--- src/rtl/pulse_hold_pkg.sv ---
package pulse_hold_pkg;
  // Strobes sent from the control decision to the hold datapath
  typedef struct packed {
    logic acceptEdge;  // load new output level and reload the hold counter
    logic countDown;   // decrement the hold counter
  } holdStrobe_t;
endpackage

--- src/rtl/edge_sync.sv ---
module edge_sync #(
  parameter int SYNC_STAGES = 2
) (
  input  logic clk,
  input  logic rst,
  input  logic asyncIn,
  output logic syncOut
);
  logic [SYNC_STAGES-1:0] stageQ;

  generate
    if (SYNC_STAGES == 1) begin : g_single
      always_ff @(posedge clk) begin
        if (rst) stageQ <= '0;
        else     stageQ <= asyncIn;
      end
    end else begin : g_chain
      always_ff @(posedge clk) begin
        if (rst) stageQ <= '0;
        else     stageQ <= {stageQ[SYNC_STAGES-2:0], asyncIn};
      end
    end
  endgenerate

  assign syncOut = stageQ[SYNC_STAGES-1];
endmodule

--- src/rtl/hold_ctrl.sv ---
module hold_ctrl
  import pulse_hold_pkg::*;
(
  input  logic        syncLevel,
  input  logic        outLevel,
  input  logic        holdZero,
  output holdStrobe_t strobes
);
  always_comb begin
    strobes            = '0;
    strobes.acceptEdge = holdZero && (syncLevel != outLevel);
    strobes.countDown  = !holdZero;
  end
endmodule

--- src/rtl/hold_datapath.sv ---
module hold_datapath
  import pulse_hold_pkg::*;
#(
  parameter int HOLD_CYCLES = 50_000_000
) (
  input  logic        clk,
  input  logic        rst,
  input  logic        syncLevel,
  input  holdStrobe_t strobes,
  output logic        outLevel,
  output logic        holdZero
);
  localparam int CNT_W = $clog2(HOLD_CYCLES + 1);
  localparam logic [CNT_W-1:0] HOLD_VAL = CNT_W'(HOLD_CYCLES);

  logic [CNT_W-1:0] holdCount;

  always_ff @(posedge clk) begin
    if (rst) begin
      holdCount <= '0;
      outLevel  <= 1'b0;
    end else if (strobes.acceptEdge) begin
      holdCount <= HOLD_VAL;
      outLevel  <= syncLevel;
    end else if (strobes.countDown) begin
      holdCount <= holdCount - CNT_W'(1);
    end
  end

  assign holdZero = (holdCount == '0);

  // an accepted edge reloads the full window
  p_reload_r4: assert property (@(posedge clk) disable iff (rst)
    strobes.acceptEdge |=> (holdCount == HOLD_VAL));

  // inside the window the counter only ever steps down by one
  p_step_down_r5: assert property (@(posedge clk) disable iff (rst)
    (holdCount != '0) |=> (holdCount == $past(holdCount) - CNT_W'(1)));
endmodule

--- src/rtl/edge_lockout_stretcher.sv ---
module edge_lockout_stretcher
  import pulse_hold_pkg::*;
#(
  parameter int HOLD_CYCLES = 50_000_000,
  parameter int SYNC_STAGES = 2
) (
  input  logic clk,
  input  logic rst,
  input  logic asyncIn,
  output logic stretchOut,
  output logic busy
);
  logic        syncLevel;
  logic        outLevel;
  logic        holdZero;
  holdStrobe_t strobes;

  edge_sync #(.SYNC_STAGES(SYNC_STAGES)) u_sync (
    .clk    (clk),
    .rst    (rst),
    .asyncIn(asyncIn),
    .syncOut(syncLevel)
  );

  hold_ctrl u_ctrl (
    .syncLevel(syncLevel),
    .outLevel (outLevel),
    .holdZero (holdZero),
    .strobes  (strobes)
  );

  hold_datapath #(.HOLD_CYCLES(HOLD_CYCLES)) u_dp (
    .clk      (clk),
    .rst      (rst),
    .syncLevel(syncLevel),
    .strobes  (strobes),
    .outLevel (outLevel),
    .holdZero (holdZero)
  );

  assign stretchOut = outLevel;
  assign busy       = !holdZero;

  // armed mismatch is followed one clock later
  p_follow_r2: assert property (@(posedge clk) disable iff (rst)
    (!busy && syncLevel != stretchOut) |=> (stretchOut == $past(syncLevel) && busy));

  // the output is frozen while busy
  p_lockout_r5: assert property (@(posedge clk) disable iff (rst)
    busy |=> $stable(stretchOut));

  // armed and matching means nothing moves
  p_idle_r6: assert property (@(posedge clk) disable iff (rst)
    (!busy && syncLevel == stretchOut) |=> ($stable(stretchOut) && !busy));
endmodule

--- config.mk ---
export PLATFORM = sky130hd
export DESIGN_NAME = edge_lockout_stretcher
export DESIGN_NICKNAME = d
export VERILOG_FILES = /design/src/rtl/pulse_hold_pkg.sv /design/src/rtl/edge_sync.sv /design/src/rtl/hold_ctrl.sv /design/src/rtl/hold_datapath.sv /design/src/rtl/edge_lockout_stretcher.sv
export SDC_FILE = /design/constraint.sdc
export NUM_CORES = 1
export LEC_CHECK = 0
export ABC_AREA = 1
export BUFFER_PORTS_ARGS = -buffer_cell sky130_fd_sc_hd__buf_2
export CORE_MARGIN = 5
export CORE_UTILIZATION = 30
export CTS_BUF_LIST = sky130_fd_sc_hd__clkbuf_8
export CTS_CLUSTER_DIAMETER = 50
export DETAILED_ROUTE_END_ITERATION = 8
export GPL_TIMING_DRIVEN = 0
export MAX_ROUTING_LAYER = met4
export PLACE_DENSITY = 0.5
export SYNTH_ARGS = -nofsm -noshare
export SYNTH_HDL_FRONTEND = slang
export SYNTH_SLANG_ARGS = --single-unit
--- constraint.sdc ---
create_clock -name clk -period 3 [get_ports clk]
set_clock_uncertainty 0.15 [all_clocks]
set_input_delay 0.6 -clock clk [delete_from_list [all_inputs] [get_ports clk]]
set_output_delay 0.6 -clock clk [all_outputs]
set_load 0.01 [all_outputs]
==> run summary, run 1 <==
# diodes = 0
number of library cell types mapped by synthesis = 23
Top FF cell, synth = dfxtp_1
number of CTS-inserted buffers = 5
worst slew pin tran = 0.4968 ns
Die H = 84.95 µm
endpoint class of the critical path = primary output
Final Hold Violating Endpoints = 0
Hold Path Class = flop to flop
normalized max-slew margin = 0.6688
Mapped Cells = 250
I/O Buffers = 4
Fmax achieved = 0.3891 GHz
number of synthesis warnings = 0
setup_tns = 0 ns
Root Buffer = clkbuf_8
GRT Total Usage = 0.1305
global route total overflow = 0
post-CTS sizing = 0
register area share after synthesis = 0.3445
Final nets = 265
Netlist Area Pre-Place = 1685 µm²
Detailed Place HPWL = 3.254 mm
number of global-route vias before repair = 1,444
Util after Layout = 0.3416
Initial Utilization = 0.3080
Pre-antenna DRT Iters = 4
clock latency on the worst-skew pair = 0.28 ns
Mean Syn Cell Area = 6.741 µm²
grt met2 use = 0.2069
Final Total Pwr = 2.016 mW
max_cap viols = 0
initial DRC count = 43
Setup Viol. Count Final = 0
Post-Route WL = 4.187 mm
peak supply drop = 0.3572 mV
met3 Usage GRT = 0.02913
fin crit share = 0.8568
H-tree Lvls = 2
crit path launch type = flop
fillers = 630
Mapped Nets = 254
detailed-route DRC error count = 0
number of vias per cell = 4.675
Die W = 84.95 µm
first-pass GRT wire length = 7.182 mm
die area = 7217 µm²
Clock transition at path regs = 0.07 ns
Worst Path Arrival = 1.82 ns
pin count of the biggest net entering global routing = 11
minimum clock period after layout = 2.570 ns
Core Area = 5473 µm²
CP required = 2.25 ns
Post-CTS Hold Buffers = 0
#FFs+latches synth = 29
critical path peak fanout = 10
PD cells = 1078 nW/µm²
Slew Viols, Final = 0
Post-DRT Antenna Nets = 0
busiest grt layer = met2
CTS sink count = 29
RSZ-0062 raised after global routing = false
FP Rows = 27
initial antenna violation count = 0
CTS Buffer Depth = 2
Setup Buffers After CTS = 0
leakage power = 0.8914 nW
wire per inst = 12.61 µm
area growth from synthesis to layout = 10.91%
TritonCTS clock tree = yes
GR Layer Usage met1 = 0.1602
IO Pins = 5
post-synthesis async set-or-reset flop share = 0
register area = 580.6 µm²
gpl congestion = 0.8651
Post-synth EDFFs = 0
outcome = completed
Setup CP Type = flop to primary output
area occupied by multi-input gates = 989.7 µm²
via count = 1,552
share of layout cells above drive strength 1 = 0.1308
Hold WS = 0.2604 ns
critical path: stages, from the launching register on:
cell and delay, ns:
dfxtp_1 0.31, inv_1 0.14, ha_1 0.32, nand2_4 0.12
nor2_8 0.17, nand2_4 0.09, inv_1 0.07, nand2_2 0.14
buf_2 0.18
report_power, final:
group | switching, mW | internal [mW] | total (mW) | leakage [nW]
registers | 0.0806 | 0.479 | 0.559 | 0.238
clock network | 0.147 | 0.152 | 0.299 | 0.0399
logic | 0.761 | 0.396 | 1.16 | 0.614
cell usage in the layout, fill, tap and decap left out:
cell      synthesis  final
nor3b_1           1      1
nor3_1            1      1
clkinv_2          0      1
xnor2_1           7      7
o21ai_0           4      4
a21oi_2           5      5
a21oi_1          14     14
nand4_1           7      7
nand2_1          67     67
nand3_1          10     10
nor2_1           51     51
nand3b_1          5      5
buf_2             1      5
nand2_2           3      3
nor2_8            2      2
clkbuf_8          0      5
and2_1            1      1
inv_1            23     23
clkbuf_1          1      1
nand2_4           4      4
nor2_2            8      8
dfxtp_1          29     29
buf_12            1      1
ha_1              1      1
xor2_1            4      4
final cells by class:
cell class                      instances  share of cell area
Clock inverter                          1            0.002677
Sequential cell                        29              0.3106
Timing Repair Buffer                    4             0.01071
Multi-Input combinational cell        195              0.5295
Tap cell                               72             0.04819
Clock buffer                            5             0.03681
Inverter                               23             0.04618
Buffer                                  3             0.01539
through the flow:
stage	cells	instance area, µm²	setup slack, ns
5_1_grt	332	1869	0.2916
3_5_place_dp	326	1795	0.7133
6_report	332	1869	0.4296
4_1_cts	332	1869	0.3927
2_1_floorplan	250	1685	1.099
3_3_place_gp	326	1795	0.6999
final timing paths:
path / slack, ns / startpoint / to / cells past startpoint
setup / recovery: 0.43 / u_dp.holdCount[0] / busy / 8
setup reg to reg: 0.95 / u_dp.holdCount[0] / u_dp.holdCount[20] / 8
hold reg to reg: 0.26 / u_sync.stageQ[0] / u_sync.stageQ[1] / 2
hold / removal: 0.26 / u_sync.stageQ[0] / u_sync.stageQ[1] / 2
routing by layer:
layer	share of wire	up-vias
met2	0.47	24
met4	0.013	0
met5	0	-
met1	0.48	707
li1	-	816
met3	0.036	5
sequential cells by signal (all words and copies together) (netlist names):
signal	count
u_dp.holdCount	26
u_sync.stageQ	2
u_dp.outLevel	1
cells by family after synthesis:
logic type                 synth area share
xor gates and xnor gates            0.05716
AOI/OAI and AO/OA                   0.07944
DFF                                  0.3445
and+or+nand+nor                      0.4432
buffers and inverters               0.06829
adders and majority gates          0.007423
Yosys cell counts (2+ instances only):
master    instances  area, µm²
nand4_1           7      43.79
nand3b_1          5      37.54
nand2_2           3      18.77
nor2_1           51      191.4
nor2_2            8      50.05
o21ai_0           4      20.02
nand2_1          67      251.5
xor2_1            4      35.03
xnor2_1           7      61.31
nand2_4           4      45.04
nand3_1          10      50.05
inv_1            23      86.33
nor2_8            2      40.04
dfxtp_1          29      580.6
a21oi_1          14      70.07
a21oi_2           5      43.79
Power figures use the tool's default switching activity.
==> inputs of run 2 (changes only) <==
--- a/config.mk
+++ b/config.mk
@@ -15,6 +15,7 @@
 export GPL_TIMING_DRIVEN = 0
 export MAX_ROUTING_LAYER = met4
 export PLACE_DENSITY = 0.5
+export RECOVER_POWER = 100
 export SYNTH_ARGS = -nofsm -noshare
 export SYNTH_HDL_FRONTEND = slang
 export SYNTH_SLANG_ARGS = --single-unit
==> run summary, run 2 (same netlist as run 1, synthesis figures left out) <==
CTS Buffer Depth = 2 (unchanged)
max_cap viols = 0 (unchanged)
FP Rows = 27 (unchanged)
Die W = 84.95 µm (unchanged)
Post-Route WL = 4.230 mm (was 4.187 mm)
clock latency on the worst-skew pair = 0.29 ns (was 0.28 ns)
die area = 7217 µm² (unchanged)
post-CTS sizing = 0 (unchanged)
TritonCTS clock tree = yes (unchanged)
max FFs per register = 26 (unchanged)
Slew Viols, Final = 0 (unchanged)
most frequent cells in the layout = nand2_1 (69), nor2_1 (52), dfxtp_1 (29) (was nand2_1 (67), nor2_1 (51), dfxtp_1 (29))
outcome = completed (unchanged)
Worst Path Arrival = 1.87 ns (was 1.82 ns)
fin worst setup slack = 0.3780 ns (was 0.4296 ns)
Final nets = 265 (unchanged)
PD cells = 1077 nW/µm² (was 1078 nW/µm²)
leakage power = 0.8617 nW (was 0.8914 nW)
commonest non-fill, non-tap cell in the layout = nand2_1 (unchanged)
Pre-antenna DRT Iters = 4 (unchanged)
Setup Buffers After CTS = 0 (unchanged)
DP Worst Slack = 0.7133 ns (unchanged)
normalized max-slew margin = 0.4841 (was 0.6688)
Detailed Place HPWL = 3.254 mm (unchanged)
via count = 1,549 (was 1,552)
I/O Buffers = 4 (unchanged)
Die H = 84.95 µm (unchanged)
Clock transition at path regs = 0.07 ns (about the same)
setup_tns = 0 ns (unchanged)
H-tree Lvls = 2 (unchanged)
Setup CP Type = flop to primary output (unchanged)
Regs by FF count = u_dp.holdCount (26), u_sync.stageQ (2), u_dp.outLevel (1) (unchanged)
number of global-route vias before repair = 1,444 (unchanged)
Post-DRT Antenna Nets = 0 (unchanged)
GRT Total Usage = 0.1305 (unchanged)
Initial Utilization = 0.3080 (unchanged)
share of layout cells above drive strength 1 = 0.1038 (was 0.1308)
initial antenna violation count = 0 (unchanged)
Fmax achieved = 0.3814 GHz (was 0.3891 GHz)
Core Area = 5473 µm² (unchanged)
Hold Path Class = flop to flop (unchanged)
Util after Layout = 0.3358 (was 0.3416)
CP required = 2.25 ns (about the same)
Setup Viol. Count Final = 0 (unchanged)
area growth from synthesis to layout = 9.057% (was 10.91%)
peak supply drop = 0.3382 mV (was 0.3572 mV)
number of CTS-inserted buffers = 5 (unchanged)
critical path peak fanout = 10 (unchanged)
endpoint class of the critical path = primary output (unchanged)
number of vias per cell = 4.666 (was 4.675)
Top reg by flops = u_dp.holdCount (unchanged)
worst slew pin tran = 0.7711 ns (was 0.4968 ns)
minimum clock period after layout = 2.622 ns (was 2.570 ns)
Root Buffer = clkbuf_8 (unchanged)
# diodes = 0 (unchanged)
IO Pins = 5 (unchanged)
wire per inst = 12.74 µm (was 12.61 µm)
CTS sink count = 29 (unchanged)
fin crit share = 0.8740 (was 0.8568)
crit path launch type = flop (unchanged)
RSZ-0062 raised after global routing = false (unchanged)
global route total overflow = 0 (unchanged)
detailed-route DRC error count = 0 (unchanged)
pin count of the biggest net entering global routing = 11 (unchanged)
Final Hold Violating Endpoints = 0 (unchanged)
initial DRC count = 40 (was 43)
gpl congestion = 0.8651 (unchanged)
first-pass GRT wire length = 7.182 mm (unchanged)
Post-CTS Hold Buffers = 0 (unchanged)
fillers = 634 (was 630)
==> run 2: changes by cell type in the layout (fill, tap and decap cells not counted) <==
cell and change:
nand2_2 -1, clkbuf_1 +4, nor2_1 +1, nor2_8 -1, nand2_4 -1, buf_2 -4, nand2_1 +2
==> run 2: cell type report <==
cell class | count | area [µm²] | share of cell area
Buffer | 3 | 27.53 | 0.01498
Sequential cell | 29 | 580.6 | 0.3159
Tap cell | 72 | 90.09 | 0.04901
Timing Repair Buffer | 4 | 16.27 | 0.008850
Clock inverter | 1 | 5.005 | 0.002723
Clock buffer | 5 | 68.82 | 0.03744
Multi-Input combinational cell | 195 | 963.4 | 0.5242
Inverter | 23 | 86.33 | 0.04697
==> run 2: worst max-delay path, stage by stage, from the launching register on <==
cell      delay [ns]
dfxtp_1         0.31
inv_1           0.14
ha_1            0.32
nand2_4         0.12
nor2_8          0.17
nand2_4         0.06
inv_1           0.05
nand2_1         0.22
clkbuf_1        0.21
==> run 2: power by group <==
| part | total [mW] | internal, mW | switching, mW | leakage (nW) |
|---|---|---|---|---|
| combinational | 1.12 | 0.382 | 0.737 | 0.584 |
| sequential | 0.560 | 0.479 | 0.0810 | 0.238 |
| clock | 0.300 | 0.152 | 0.148 | 0.0399 |
==> run 2: routing by layer <==
metal | vias up | wire [µm] | share of wire | GRT usage
met4 | 0 | 70 | 0.017 | 0.05180
met2 | 23 | 1973 | 0.47 | 0.2069
li1 | 816 | - | - | -
met1 | 703 | 2065 | 0.49 | 0.1602
met3 | 7 | 120 | 0.028 | 0.02913
met5 | - | 0 | 0 | -
==> run 2: stage by stage <==
| step | instance area (µm²) | total power, mW | hold WS, ns | std cells |
|---|---|---|---|---|
| detailed placement | 1795 | 1.725 | 0.2508 | 326 |
| global route | 1838 | 2.177 | 0.2676 | 332 |
| CTS | 1869 | 2.038 | 0.2600 | 332 |
| finish | 1838 | 1.979 | 0.2603 | 332 |
| floorplan | 1685 | 1.481 | 0.2383 | 250 |
| global placement | 1795 | 1.717 | 0.2424 | 326 |
==> run 2: final timing paths <==
path,from,end,slack [ns],cells after the start
setup / recovery,u_dp.holdCount[0],busy,0.38,8
hold / removal,u_sync.stageQ[0],u_sync.stageQ[1],0.26,2
setup reg to reg,u_dp.holdCount[0],u_dp.holdCount[18],0.40,10
hold reg to reg,u_sync.stageQ[0],u_sync.stageQ[1],0.26,2
